<file path="src/rtl/msc_pkg.sv">
package msc_pkg;
  typedef enum logic [2:0] {
    OP_ADD = 3'd0, OP_LOAD = 3'd1, OP_STORE = 3'd2,
    OP_BRANCH = 3'd3, OP_CALL = 3'd4, OP_RET = 3'd5
  } op_e;
  typedef enum logic [1:0] {
    MODE_NORMAL = 2'd0, MODE_SPEC = 2'd1, MODE_RESTORE = 2'd2
  } mode_e;
endpackage

</file>
<file path="src/rtl/msc_mode_fsm.sv">
module msc_mode_fsm
  import msc_pkg::*;
#(
  parameter int PC_W  = 16,
  parameter int CNT_W = 16
) (
  input  logic             clk_i,
  input  logic             rst_ni,
  input  logic             head_valid_i,
  input  logic             is_load_i,
  input  logic             miss_i,
  input  logic             fill_i,
  input  logic [PC_W-1:0]  head_pc_i,
  output mode_e            mode_o,
  output logic             pop_o,
  output logic             enter_o,
  output logic             restore_o,
  output logic [PC_W-1:0]  trig_pc_o,
  output logic [CNT_W-1:0] cnt_o
);
  mode_e mode_q, mode_d;
  logic [PC_W-1:0]  trig_q;
  logic [CNT_W-1:0] cnt_q;

  assign pop_o     = head_valid_i && (mode_q == MODE_NORMAL || (mode_q == MODE_SPEC && !fill_i));
  assign enter_o   = pop_o && mode_q == MODE_NORMAL && is_load_i && miss_i;
  assign restore_o = mode_q == MODE_RESTORE;

  always_comb begin
    mode_d = mode_q;
    unique case (mode_q)
      MODE_NORMAL:  if (enter_o) mode_d = MODE_SPEC;
      MODE_SPEC:    if (fill_i)  mode_d = MODE_RESTORE;
      default:                   mode_d = MODE_NORMAL;
    endcase
  end

  always_ff @(posedge clk_i or negedge rst_ni) begin
    if (!rst_ni) begin
      mode_q <= MODE_NORMAL;
      trig_q <= '0;
      cnt_q  <= '0;
    end else begin
      mode_q <= mode_d;
      if (enter_o) begin
        trig_q <= head_pc_i;
        cnt_q  <= '0;
      end else if (mode_q == MODE_SPEC && pop_o) begin
        cnt_q <= cnt_q + 1'b1;
      end
    end
  end

  assign mode_o    = mode_q;
  assign trig_pc_o = trig_q;
  assign cnt_o     = cnt_q;


  entry_to_spec_chk: assert property (@(posedge clk_i) disable iff (!rst_ni)
    enter_o |=> mode_q == MODE_SPEC);

  restore_one_cycle_chk: assert property (@(posedge clk_i) disable iff (!rst_ni)
    mode_q == MODE_RESTORE |=> mode_q == MODE_NORMAL);

  fill_to_restore_chk: assert property (@(posedge clk_i) disable iff (!rst_ni)
    (mode_q == MODE_SPEC && fill_i) |=> mode_q == MODE_RESTORE);

  cnt_clear_chk: assert property (@(posedge clk_i) disable iff (!rst_ni)
    enter_o |=> cnt_q == '0);

  cnt_hold_chk: assert property (@(posedge clk_i) disable iff (!rst_ni)
    (mode_q != MODE_SPEC && !enter_o) |=> $stable(cnt_q));
endmodule

</file>
<file path="src/rtl/msc_regfile.sv">
module msc_regfile #(
  parameter int NREG = 8,
  parameter int XLEN = 16,
  localparam int AW = $clog2(NREG)
) (
  input  logic            clk_i,
  input  logic            rst_ni,
  input  logic            we_i,
  input  logic [AW-1:0]   waddr_i,
  input  logic [XLEN-1:0] wdata_i,
  input  logic            winv_i,
  input  logic            save_i,
  input  logic            restore_i,
  input  logic [AW-1:0]   ra_i,
  input  logic [AW-1:0]   rb_i,
  input  logic [AW-1:0]   rc_i,
  output logic [XLEN-1:0] da_o,
  output logic [XLEN-1:0] db_o,
  output logic [XLEN-1:0] dc_o,
  output logic            ia_o,
  output logic            ib_o,
  output logic            ic_o
);
  logic [XLEN-1:0] rf_q [NREG];
  logic [XLEN-1:0] ck_q [NREG];
  logic [NREG-1:0] inv_q;

  always_ff @(posedge clk_i or negedge rst_ni) begin
    if (!rst_ni) begin
      for (int i = 0; i < NREG; i++) begin
        rf_q[i] <= '0;
        ck_q[i] <= '0;
      end
      inv_q <= '0;
    end else if (restore_i) begin
      for (int i = 0; i < NREG; i++) rf_q[i] <= ck_q[i];
      inv_q <= '0;
    end else begin
      if (save_i) for (int i = 0; i < NREG; i++) ck_q[i] <= rf_q[i];
      if (we_i) begin
        rf_q[waddr_i]  <= wdata_i;
        inv_q[waddr_i] <= winv_i;
      end
    end
  end

  assign da_o = rf_q[ra_i];
  assign db_o = rf_q[rb_i];
  assign dc_o = rf_q[rc_i];
  assign ia_o = inv_q[ra_i];
  assign ib_o = inv_q[rb_i];
  assign ic_o = inv_q[rc_i];


  restore_clears_inv_chk: assert property (@(posedge clk_i) disable iff (!rst_ni)
    restore_i |=> inv_q == '0);

  save_restore_excl_chk: assert property (@(posedge clk_i) disable iff (!rst_ni)
    !(save_i && restore_i));
endmodule

</file>
<file path="src/rtl/msc_hist.sv">
module msc_hist #(
  parameter int BHR_W = 8,
  parameter int RAS_D = 4,
  parameter int PC_W  = 16,
  localparam int SPW = $clog2(RAS_D)
) (
  input  logic            clk_i,
  input  logic            rst_ni,
  input  logic            br_i,
  input  logic            taken_i,
  input  logic            call_i,
  input  logic            ret_i,
  input  logic [PC_W-1:0] ret_addr_i,
  input  logic            save_i,
  input  logic            restore_i,
  output logic [BHR_W-1:0] bhr_o,
  output logic [PC_W-1:0]  top_o
);
  logic [BHR_W-1:0] bhr_q, ck_bhr_q;
  logic [PC_W-1:0]  ras_q [RAS_D];
  logic [PC_W-1:0]  ck_ras_q [RAS_D];
  logic [SPW-1:0]   sp_q, ck_sp_q;

  always_ff @(posedge clk_i or negedge rst_ni) begin
    if (!rst_ni) begin
      bhr_q    <= '0;
      ck_bhr_q <= '0;
      sp_q     <= '0;
      ck_sp_q  <= '0;
      for (int i = 0; i < RAS_D; i++) begin
        ras_q[i]    <= '0;
        ck_ras_q[i] <= '0;
      end
    end else if (restore_i) begin
      bhr_q <= ck_bhr_q;
      sp_q  <= ck_sp_q;
      for (int i = 0; i < RAS_D; i++) ras_q[i] <= ck_ras_q[i];
    end else begin
      if (save_i) begin
        ck_bhr_q <= bhr_q;
        ck_sp_q  <= sp_q;
        for (int i = 0; i < RAS_D; i++) ck_ras_q[i] <= ras_q[i];
      end
      if (br_i) bhr_q <= {bhr_q[BHR_W-2:0], taken_i};
      if (call_i) begin
        ras_q[sp_q] <= ret_addr_i;
        sp_q        <= sp_q + 1'b1;
      end else if (ret_i) begin
        sp_q <= sp_q - 1'b1;
      end
    end
  end

  assign bhr_o = bhr_q;
  assign top_o = ras_q[sp_q - 1'b1];


  restore_bhr_chk: assert property (@(posedge clk_i) disable iff (!rst_ni)
    restore_i |=> bhr_q == $past(ck_bhr_q));

  restore_sp_chk: assert property (@(posedge clk_i) disable iff (!rst_ni)
    restore_i |=> sp_q == $past(ck_sp_q));
endmodule

</file>
<file path="src/rtl/miss_shadow_ctrl.sv">
module miss_shadow_ctrl
  import msc_pkg::*;
#(
  parameter int NREG  = 8,
  parameter int XLEN  = 16,
  parameter int PC_W  = 16,
  parameter int BHR_W = 8,
  parameter int RAS_D = 4,
  parameter int CNT_W = 16,
  localparam int AW = $clog2(NREG)
) (
  input  logic             clk_i,
  input  logic             rst_ni,
  input  logic             head_valid_i,
  input  logic [2:0]       head_op_i,
  input  logic [AW-1:0]    head_dst_i,
  input  logic [AW-1:0]    head_src_a_i,
  input  logic [AW-1:0]    head_src_b_i,
  input  logic [PC_W-1:0]  head_pc_i,
  input  logic             head_taken_i,
  input  logic             miss_i,
  input  logic [XLEN-1:0]  ld_data_i,
  input  logic             fill_i,
  input  logic [AW-1:0]    rd_addr_i,
  output logic             head_ready_o,
  output logic [XLEN-1:0]  rd_data_o,
  output logic             rd_inv_o,
  output logic [BHR_W-1:0] bhr_o,
  output logic [PC_W-1:0]  ras_top_o,
  output logic             st_valid_o,
  output logic [XLEN-1:0]  st_addr_o,
  output logic [XLEN-1:0]  st_data_o,
  output logic             pf_valid_o,
  output logic [XLEN-1:0]  pf_addr_o,
  output logic [1:0]       mode_o,
  output logic             flush_o,
  output logic             redirect_o,
  output logic [PC_W-1:0]  redirect_pc_o,
  output logic [CNT_W-1:0] spec_cnt_o
);
  op_e   op;
  mode_e mode;
  logic  pop, enter, restore, spec;
  logic  is_add, is_load;
  logic [XLEN-1:0] da, db;
  logic  ia, ib, we, winv;
  logic [XLEN-1:0] wdata;

  assign op      = op_e'(head_op_i);
  assign is_add  = op == OP_ADD;
  assign is_load = op == OP_LOAD;
  assign spec    = mode == MODE_SPEC;

  msc_mode_fsm #(.PC_W(PC_W), .CNT_W(CNT_W)) u_fsm (
    .clk_i, .rst_ni,
    .head_valid_i, .is_load_i(is_load), .miss_i, .fill_i, .head_pc_i,
    .mode_o(mode), .pop_o(pop), .enter_o(enter), .restore_o(restore),
    .trig_pc_o(redirect_pc_o), .cnt_o(spec_cnt_o)
  );

  // poison: speculative results carry source invalid bits; trigger load always poisoned
  assign we    = pop && (is_add || is_load);
  assign wdata = is_add ? da + db : ld_data_i;
  always_comb begin
    winv = 1'b0;
    if (enter)             winv = 1'b1;
    else if (spec && is_add)  winv = ia | ib;
    else if (spec && is_load) winv = ia | miss_i;
  end

  msc_regfile #(.NREG(NREG), .XLEN(XLEN)) u_rf (
    .clk_i, .rst_ni,
    .we_i(we), .waddr_i(head_dst_i), .wdata_i(wdata), .winv_i(winv),
    .save_i(enter), .restore_i(restore),
    .ra_i(head_src_a_i), .rb_i(head_src_b_i), .rc_i(rd_addr_i),
    .da_o(da), .db_o(db), .dc_o(rd_data_o),
    .ia_o(ia), .ib_o(ib), .ic_o(rd_inv_o)
  );

  msc_hist #(.BHR_W(BHR_W), .RAS_D(RAS_D), .PC_W(PC_W)) u_hist (
    .clk_i, .rst_ni,
    .br_i(pop && op == OP_BRANCH), .taken_i(head_taken_i),
    .call_i(pop && op == OP_CALL), .ret_i(pop && op == OP_RET),
    .ret_addr_i(head_pc_i + PC_W'(4)),
    .save_i(enter), .restore_i(restore),
    .bhr_o, .top_o(ras_top_o)
  );

  assign head_ready_o = pop;
  assign st_valid_o   = pop && op == OP_STORE && mode == MODE_NORMAL;
  assign st_addr_o    = da;
  assign st_data_o    = db;
  assign pf_valid_o   = pop && spec && is_load && miss_i && !ia;
  assign pf_addr_o    = da;
  assign mode_o       = mode;
  assign flush_o      = restore;
  assign redirect_o   = restore;


  no_spec_store_chk: assert property (@(posedge clk_i) disable iff (!rst_ni)
    mode != MODE_NORMAL |-> !st_valid_o);

  pf_only_spec_chk: assert property (@(posedge clk_i) disable iff (!rst_ni)
    pf_valid_o |-> (spec && !ia));

  no_reentry_chk: assert property (@(posedge clk_i) disable iff (!rst_ni)
    spec |-> !enter);

  no_pop_restore_chk: assert property (@(posedge clk_i) disable iff (!rst_ni)
    restore |-> !head_ready_o);

  poison_add_chk: assert property (@(posedge clk_i) disable iff (!rst_ni)
    (pop && spec && is_add && (ia || ib) && !fill_i) |=> u_rf.inv_q[$past(head_dst_i)]);
endmodule

</file>
<file path="config.mk">
export PLATFORM = sky130hd
export DESIGN_NAME = miss_shadow_ctrl
export DESIGN_NICKNAME = d
export VERILOG_FILES = /design/src/rtl/msc_pkg.sv /design/src/rtl/msc_mode_fsm.sv /design/src/rtl/msc_regfile.sv /design/src/rtl/msc_hist.sv /design/src/rtl/miss_shadow_ctrl.sv
export SDC_FILE = /design/constraint.sdc
export NUM_CORES = 1
export LEC_CHECK = 0
export BUFFER_PORTS_ARGS = -buffer_cell sky130_fd_sc_hd__buf_2
export CORE_AREA = 10 10 235 215
export CTS_CLUSTER_SIZE = 40
export DETAILED_ROUTE_END_ITERATION = 12
export DIE_AREA = 0 0 245 225
export PLACE_DENSITY = 0.69
export SLEW_MARGIN = 20
export SYNTH_ARGS = -nofsm -noshare
export SYNTH_HDL_FRONTEND = slang
export SYNTH_SLANG_ARGS = --single-unit
</file>
<file path="constraint.sdc">
create_clock -name clk_i -period 3.8 [get_ports clk_i]
set_clock_uncertainty 0.1 [all_clocks]
set_input_delay 0.57 -clock clk_i [delete_from_list [all_inputs] [get_ports clk_i]]
set_output_delay 0.57 -clock clk_i [all_outputs]
set_load 0.02 [all_outputs]
</file>
Word level (Yosys, flattened, before mapping). Index checks and enable logic that the tools add are counted.

Bits in registers: 446. Bits of input ports: 53. Output and inout port bits: 128. Word-level logic and storage cells: 148.

Add/subtract/negate cells: 5. Magnitude comparators: 13. Equality and inequality tests: 9. Muxes and demuxes: 47. Bitwise logic cells: 9. Reduce and logical (&&, ||, !) cells: 33.

Operators with widths (count): two-way mux 128 bit (2); two-way mux 16 bit (13); binary-select mux 16 bit (select 3 bit) (3); bitwise mux 128 bit (1); two-way mux 64 bit (2); bitwise mux 64 bit (1); demux 16 bit (select 3 bit) (1); binary-select mux 16 bit (select 2 bit) (1); demux 16 bit (select 2 bit) (1); two-way mux 8 bit (4); logical AND 1 bit (20); adder 16 x 1 -> 16 bit (second input constant) (1); adder 16 bit (1); adder 16 x 3 -> 16 bit (second input constant) (1); greater-or-equal comparator 4 bit (second input constant) (4); < comparator 3 x 4 -> 1 bit (second input constant) (4); inverter 3 -> 4 bit (4); two-way mux 2 bit (5); binary-select mux 1 bit (select 3 bit) (3); bitwise mux 8 bit (1); nonzero test 2 bit (4); two-way mux 1 bit (7); == test 3 x 2 -> 1 bit (second input constant) (2); == test 3 bit (second input constant) (2); other kinds (21) (28).

Depth between registers and ports, before layout. Gate-level depths: netlist of run 1.

Depth after elaboration: 11. Mapped depth: 12. Mapped depth without buffers: 10.

Cells and area by module. Synthesis of run 1 repeated with hierarchy kept, for this count alone.

Cells, all modules: 1945. Area total of the unflattened synthesis: 24305.8 um^2.

By module, submodules not included: msc_regfile (times used 1, cells each 1060, area an instance 14378.8 um^2, seq. area each 6606.3 um^2); msc_hist (times used 1, cells each 510, area an instance 6974.2 um^2, seq. area each 3703.6 um^2); msc_mode_fsm (times used 1, cells each 165, area an instance 1537.7 um^2, seq. area each 850.8 um^2); miss_shadow_ctrl (times used 1, cells each 210, area an instance 1415.1 um^2, seq. area each 0.0 um^2).

Least setup slack after synthesis of run 1. Ideal clock, no wire load.

Path kind: input -> register. From: input head_src_b_i[0]. To: register u_rf.rf_q[14] (netlist bit). Setup time: 0.118 ns. Data arrival time: 3.909 ns. Data required time: 3.582 ns. Setup slack: -0.327 ns. Stages: 12. Path buffers: 2. Cell sequence: clkbuf_1 > buf_2 > mux4_2 > mux2_2 > ha_1 > fa_1 > a21oi_1 > o21ai_1 > a211oi_1 > mux2i_1 > nand3_1 > a21o_1.

Cells in the longest elaborated chain, start to end: 9.

RTL lines: start: declaration (line miss_shadow_ctrl.sv:18) `input logic [AW-1:0] head_src_b_i,`; inverter 3 -> 4 bit (implied by the code) (line msc_regfile.sv:48) `assign db_o = rf_q[rb_i];`; binary-select mux 16 bit (select 3 bit) (line msc_regfile.sv:48); two-way mux 16 bit (implied by the code) (2 in a row) (line msc_regfile.sv:48); net st_data_o[0] (line miss_shadow_ctrl.sv:32) `output logic [XLEN-1:0] st_data_o,`; adder 16 bit (line miss_shadow_ctrl.sv:63) `assign wdata = is_add ? da + db : ld_data_i;`; two-way mux 16 bit (line miss_shadow_ctrl.sv:63); bitwise mux 128 bit (line msc_regfile.sv:41) `rf_q[waddr_i] <= wdata_i;`; two-way mux 128 bit (line msc_regfile.sv:40) `if (we_i) begin`; two-way mux 128 bit (line msc_regfile.sv:35) `end else if (restore_i) begin`; end signal: indexed assignment (line msc_regfile.sv:41); end: declaration (line msc_regfile.sv:24) `logic [XLEN-1:0] rf_q [NREG];`.

The timed path passes the listed nets, and every way through them passes these cells. The select of a mux whose other input is x is not followed. A chain may end at the register's enable or synchronous reset.

Final worst setup path of run 1.
From: register u_rf.rf_q[16] (netlist bit). To: register u_rf.rf_q[122] (netlist bit).

Cells in the longest elaborated chain, start to end: 8. Elaborated cells between the ends (all ways): 11. Classes of those cells: 1 x add/sub; 10 x mux.

RTL lines (line): binary-select mux 16 bit (select 3 bit) (on tied branches) (msc_regfile.sv:47, msc_regfile.sv:48); two-way mux 16 bit (on tied branches) (2 in a row) (msc_regfile.sv:47, msc_regfile.sv:48); adder 16 bit (*) (miss_shadow_ctrl.sv:63); two-way mux 16 bit (*) (miss_shadow_ctrl.sv:63); bitwise mux 128 bit (*) (msc_regfile.sv:41); two-way mux 128 bit (*) (msc_regfile.sv:40); two-way mux 128 bit (*) (msc_regfile.sv:35).

Mark *: on every way between the ends. The rest lies on a longest branch, timed or not. The select of a mux whose other input is x is not followed.

==> out/metrics.yaml, run 1 <==
clock_tree:
  cts_buffers: 49
  clock-root-buffer: "clkbuf_16"
  cts_hold_buf: 1
  cts_resized: 0
  clk_latency_ns: 0.62
  cts.htree.levels: 2
  clkTransAtPathRegs_ns: 0.06
  cts_tree: "done"
  post_cts.repair.setup_buffers: 0
  clkSinkCount: 446
  cts_max_path_buffers: 3
global_routing:
  antenna_found_initial: 3
  grt_max_degree: 155
  grt_use_total: 0.254
  overflow: 0
  grt_pass1_wl_um: 110000
  grt_pass1_vias: 18700
timing:
  fin_ws_ns: 0.345
  slew-limit-headroom: 0.183
  layout_min_cycle_time_ns: 3.46
  clock.fmax_ghz: 0.289
  setup_tns_ns: 0
  hold_ws_ns: 0.110
  setup_viol: 0
  hold_viol_final: 0
  fin_crit_sh: 0.909
  slew_viol_final: 0
  rsz0062_at_grt: "no"
  tightestPinTransition_ns: 1.23
setup_path:
  cp.required_ns: 4.14
  rrSetupSlack_ns: 0.34
  rr_endpoint: "u_rf.rf_q[122]"
  end_kind: "register"
  worstReg2RegStart: "u_rf.rf_q[16]"
  worstRegToRegCells: 11
  critPathKind: "register to register"
  cp_data_arrival_time_ns: 3.80
  cp-start-kind: "register"
  critPathMaxFanout: 8
floorplan:
  row_count: 75
  die_h_um: 225
  coreArea_mm2: 0.0458
  chipWidth_um: 245
  initial_core_util: 0.493
  die_area_mm2: 0.0551
  io_pins: 181
placement:
  gp_congestion: 0.945
  place_ws_ns: -0.191
  hpwl_um: 46700
  placed_area_mm2: 0.0244
  portBuffers: 180
synth:
  ys_seq_area_frac: 0.495
  syn_area_mm2: 0.0226
  yosys_register_bits: 446
  yosysUniqueCellTypes: 56
  syn_nets: 2266
  syn_inst: 2191
  synth-edff-count: 0
  synth-async-reset-ratio: 1.00
  yosys_most_used_dff: "dfrtp_1"
  ys_warn_count: 0
  syn_avg_cell_area_um2: 10.3
hold_path:
  hold_path_depth: 3
  hold_path_class: "primary input to register"
  min-delay-start: "head_pc_i[14]"
  hold_end: "u_fsm.trig_pc_o[14]"
cells_and_area:
  drive_above_1_share: 0.235
  final_common_cell: "nand2_1"
  layout_common_cells: "707 x nand2_1, 446 x dfrtp_1, 179 x buf_2"
  syn2layout_area_growth_pct: 15.8
  fill_cells: 3858
  final_nets: 2428
  fin_area_mm2: 0.0261
pwr:
  irDropWorstVdd_v: 0.000334
  p_leak_uw: 0.0130
  p_per_area_mw_per_mm2: 620
run_status:
  status: "finished clean"
routing:
  drt-initial-drc-count: 2187
  viasPerCell: 6.17
  avgRoutedWirePerCell_um: 23.4
  final_antenna_net_count: 0
  drcViolationCount: 0
  vias: 18500
  first_pass_iters: 6
  drt-total-wl_um: 70400
run:
  max_cap_violations: 0
-- registers in the layout, summed over array words and instances (netlist names) --
register	cells
u_rf.ck_q	128
u_rf.rf_q	128
u_hist.ck_ras_q	64
u_hist.ras_q	64
u_fsm.cnt_o	16
u_fsm.trig_pc_o	16
u_hist.bhr_o	8
u_hist.ck_bhr_q	8
u_rf.inv_q	8
u_fsm.mode_o	2
u_hist.ck_sp_q	2
u_hist.sp_q	2
-- critical path, stage by stage, from the launching register on --
cell      delay [ns]
dfrtp_1         0.46
mux4_2          0.48
mux2_2          0.29
ha_1            0.23
fa_1            0.44
a21oi_1         0.19
o21ai_1         0.12
a211oi_2        0.29
xnor2_1         0.12
mux2i_1         0.24
buf_4           0.21
o21ai_0         0.11
-- metrics by stage --
step / power [uW] / util / instances
after floorplan: 9570 / - / 2191
after global placement: 11000 / 0.534 / 2917
after detailed placement: 11200 / 0.534 / 2917
after CTS: 16200 / 0.570 / 3003
after global routing: 16900 / 0.571 / 3006
final: 16200 / 0.571 / 3006
-- kinds of logic after synthesis --
| group | count (synthesis) | synth area share |
|---|---|---|
| and+or+nand+nor | 918 | 0.161 |
| DFF | 446 | 0.495 |
| AOI/OAI and AO/OA | 399 | 0.128 |
| muxes | 188 | 0.152 |
| buffers and inverters | 179 | 0.0355 |
| xor gates and xnor gates | 39 | 0.0163 |
| adders and majority gates | 22 | 0.0125 |
-- cells in the mapped netlist, types with 31 or more instances --
| cell | instances | area share |
|---|---|---|
| buf_2 | 43 | 0.0095 |
| mux2_2 | 48 | 0.024 |
| nand2_1 | 707 | 0.12 |
| a22oi_1 | 81 | 0.027 |
| a21oi_1 | 31 | 0.0069 |
| nor2_1 | 121 | 0.020 |
| a221o_1 | 64 | 0.028 |
| a22o_1 | 32 | 0.012 |
| clkbuf_1 | 106 | 0.018 |
| mux4_2 | 118 | 0.12 |
| o21ai_0 | 111 | 0.025 |
| dfrtp_1 | 446 | 0.49 |
-- layout make-up --
cell class                      count  area [um2]  share of cell area
Tap cell                          616         771              0.0295
Antenna cell                        3        7.51            0.000287
Sequential cell                   446       11200               0.427
Multi-Input combinational cell   1566       10700               0.408
Clock inverter                     13         219             0.00838
Timing Repair Buffer              284        1860              0.0710
Clock buffer                       72        1440              0.0552
Inverter                            6        27.5             0.00105
-- power by group --
part / switching, uW / internal, uW
sequential: 1040 / 5850
clock: 2050 / 2920
combinational: 2310 / 2030
-- per-layer routing --
layer	vias to the layer above	global-route usage	part of all wire
met5	-	0	0
met4	0	0.107	0.033
met3	165	0.0527	0.094
met2	990	0.395	0.47
met1	9345	0.342	0.40
li1	8045	-	-
-- worst max path at each step --
stage / from / endpoint / slack [ns] / cells past startpoint
after floorplan: head_src_b_i[0] / u_rf.rf_q[14] / 0.03 / 12
after global routing: u_rf.rf_q[16] / u_rf.rf_q[121] / 0.17 / 12
after global placement: head_src_b_i[0] / u_rf.rf_q[111] / -0.14 / 14
after detailed placement: head_src_b_i[0] / u_rf.rf_q[127] / -0.19 / 14
after CTS: u_rf.rf_q[16] / u_rf.rf_q[122] / 0.37 / 11
final: u_rf.rf_q[16] / u_rf.rf_q[122] / 0.34 / 11
No activity file was read; power rests on OpenSTA's default activity.
==> inputs of run 2 (changes only) <==
- ABC_AREA: not set -> 1
- CORE_AREA: 10 10 235 215 -> 10 10 239 218
- DIE_AREA: 0 0 245 225 -> 0 0 249 228
==> run 2 against run 1 <==
Against the previous run:
- utilization decreased by 0.077 points
- design area increased by 3.1%
- wire length increased by 15%
- fmax increased by 0.23%
- synthesized cell count increased by 37%
==> out/metrics.yaml, run 2 <==
floorplan:
  die_area_mm2: 0.0568
  coreArea_mm2: 0.0473
  row_count: 76
  io_pins: 181
  initial_core_util: 0.493
  chipWidth_um: 249
  die_h_um: 228
synth:
  yosys_most_used_dff: "dfrtp_1"
  yosysTopAreaCell: "dfrtp_1"
  synth_top_family_by_area: "compound AO/OA/AOI/OAI gates"
  yosys.area.top_type_share: 0.479
  syn_inst: 3005
  muxShareOfSynthArea: 0.000858
  syn_nets: 3080
  ys_seq_area_frac: 0.479
  syn_area_mm2: 0.0233
  synth-async-reset-ratio: 1.00
  yosysUniqueCellTypes: 47
  synth_xor_area_frac: 0.00563
  synth_compound_area_frac: 0.213
  syn_avg_cell_area_um2: 7.76
  synth_most_common_cell: "nand2_1"
  synth_area_leaders: "dfrtp_1 48%, nand2_1 15%, o21ai_0 8.1%"
  yosys.area_share.simple: 0.213
  synth_adder_area_share: 0.0121
  ys_warn_count: 0
  yosys_register_bits: 446
  synth-edff-count: 0
  synth_commonest_cells: "935 x nand2_1, 446 x dfrtp_1, 379 x o21ai_0"
hold_path:
  hold_end: "u_fsm.trig_pc_o[3]"
  min-delay-start: "head_pc_i[3]"
  hold_path_depth: 3
  hold_path_class: "primary input to register"
run:
  max_cap_violations: 0
placement:
  placed_area_mm2: 0.0252
  gp_congestion: 1.02
  portBuffers: 180
  hpwl_um: 54300
routing:
  final_antenna_net_count: 0
  avgRoutedWirePerCell_um: 21.3
  first_pass_iters: 8
  drcViolationCount: 0
  drt-total-wl_um: 81200
  drt-initial-drc-count: 2492
  viasPerCell: 5.96
  vias: 22700
cells_and_area:
  fin_area_mm2: 0.0269
  syn2layout_area_growth_pct: 15.5
  final_common_cell: "nand2_1"
  final_nets: 3219
  layout_common_cells: "934 x nand2_1, 446 x dfrtp_1, 379 x o21ai_0"
  drive_above_1_share: 0.133
  fill_cells: 4298
  final_core_util: 0.570
  reg_top3: "u_rf.ck_q (128), u_rf.rf_q (128)"
clock_tree:
  cts_tree: "done"
  clk_latency_ns: 0.62
  cts_buffers: 48
  clock-root-buffer: "clkbuf_16"
  cts_max_path_buffers: 3
  cts.htree.levels: 2
  post_cts.repair.setup_buffers: 0
  clkSinkCount: 446
  clkTransAtPathRegs_ns: 0.06
timing:
  slew_viol_final: 0
  slew-limit-headroom: 0.305
  setup_viol: 0
  rsz0062_at_grt: "no"
  clock.fmax_ghz: 0.290
  layout_min_cycle_time_ns: 3.45
  fin_crit_sh: 0.907
  tightestPinTransition_ns: 1.04
  setup_tns_ns: 0
  hold_viol_final: 0
global_routing:
  grt_pass1_wl_um: 127000
  overflow: 0
  grt_use_total: 0.277
  grt_max_degree: 166
  grt_pass1_vias: 21500
  antenna_found_initial: 1
run_status:
  status: "finished clean"
pwr:
  irDropWorstVdd_v: 0.000552
  p_per_area_mw_per_mm2: 654
  p_leak_uw: 0.0130
setup_path:
  rrSetupSlack_ns: 0.46
  cp.required_ns: 3.13
  worstReg2RegStart: "u_rf.rf_q[48]"
  cp_data_arrival_time_ns: 2.78
  critPathKind: "register to output pin"
  worstRegToRegCells: 16
  cp-start-kind: "register"
  rr_endpoint: "u_rf.rf_q[12]"
  end_kind: "output pin"
  critPathMaxFanout: 17
-- run 2: changes by cell type after synthesis, moves of 28 or more --
cell,change
nor2_1,-61
a221o_1,-64
mux2_2,-48
a22oi_1,-28
a22o_1,-32
nand2_1,+228
a21oi_1,+198
o211ai_1,+54
o21ai_0,+268
inv_1,+234
nand3_1,+123
mux4_2,-118
a21o_1,-29
a31oi_1,+46
-- run 2: worst max path at each step --
stage                                from              to  slack, ns  depth (start not counted)
after global routing       u_hist.sp_q[1]   ras_top_o[13]       0.17                          8
after global placement    head_src_a_i[0]   u_rf.rf_q[28]       0.20                         18
final                      u_hist.sp_q[1]   ras_top_o[13]       0.35                          8
after CTS                  u_hist.sp_q[1]    ras_top_o[6]       0.33                          7
after detailed placement  head_src_a_i[0]   u_rf.rf_q[28]       0.12                         18
after floorplan           head_src_a_i[0]  u_rf.rf_q[107]       0.12                         17
-- run 2: area by class of cell --
class | instances | area [um2] | area share
diodes | 1 | 2.50 | 0.0000929
clock buffers | 67 | 1400 | 0.0521
clock inverters | 20 | 299 | 0.0111
inverters | 253 | 957 | 0.0355
multi-input cells | 2106 | 10400 | 0.385
flip-flops and latches | 446 | 11200 | 0.414
well taps | 624 | 781 | 0.0290
repair buffers | 289 | 1960 | 0.0726
-- run 2: metrics by stage --
stage,setup WS (ns),cells,hold slack (ns),power (uW)
after floorplan,0.120,3005,0.174,10500
after global placement,0.199,3717,0.356,12400
after detailed placement,0.122,3717,0.362,12600
after CTS,0.329,3805,0.0879,17700
after global routing,0.173,3805,0.115,18700
final,0.352,3806,0.109,17600
-- run 2: critical path, stage by stage (launching register included) --
cell and delay, ns:
dfrtp_1 0.40, inv_1 0.13, ha_1 0.27, inv_1 0.49, buf_4 0.35, o21ai_0 0.11
a21oi_1 0.16, a21oi_1 0.09, buf_2 0.18
-- run 2: power by group --
group	switching (uW)	total (uW)	internal [uW]	leakage (uW)
clock network	2020	5020	2990	0.000830
registers	974	7190	6210	0.00580
logic	3570	5420	1850	0.00640
-- run 2: repair_timing --
| item | in CTS | in global routing |
|---|---|---|
| hold endpoints to repair | 43 | 0 |
| gates resized for setup | 0 | 0 |
| hold buffers | 1 | 0 |
-- run 2: cell families after synthesis --
family,Yosys count
and+or+nand+nor,1205
adders and majority gates,22
muxes,2
AOI/OAI and AO/OA,862
xor gates and xnor gates,15
buffers and inverters,453
DFF,446
-- run 2: routing by layer --
layer / routed length, um / vias to the layer above / track usage
met2: 38100 / 1093 / 0.443
li1: - / 10300 / -
met4: 3750 / 2 / 0.129
met5: 12 / - / 0
met3: 6080 / 233 / 0.0386
met1: 33300 / 11000 / 0.367
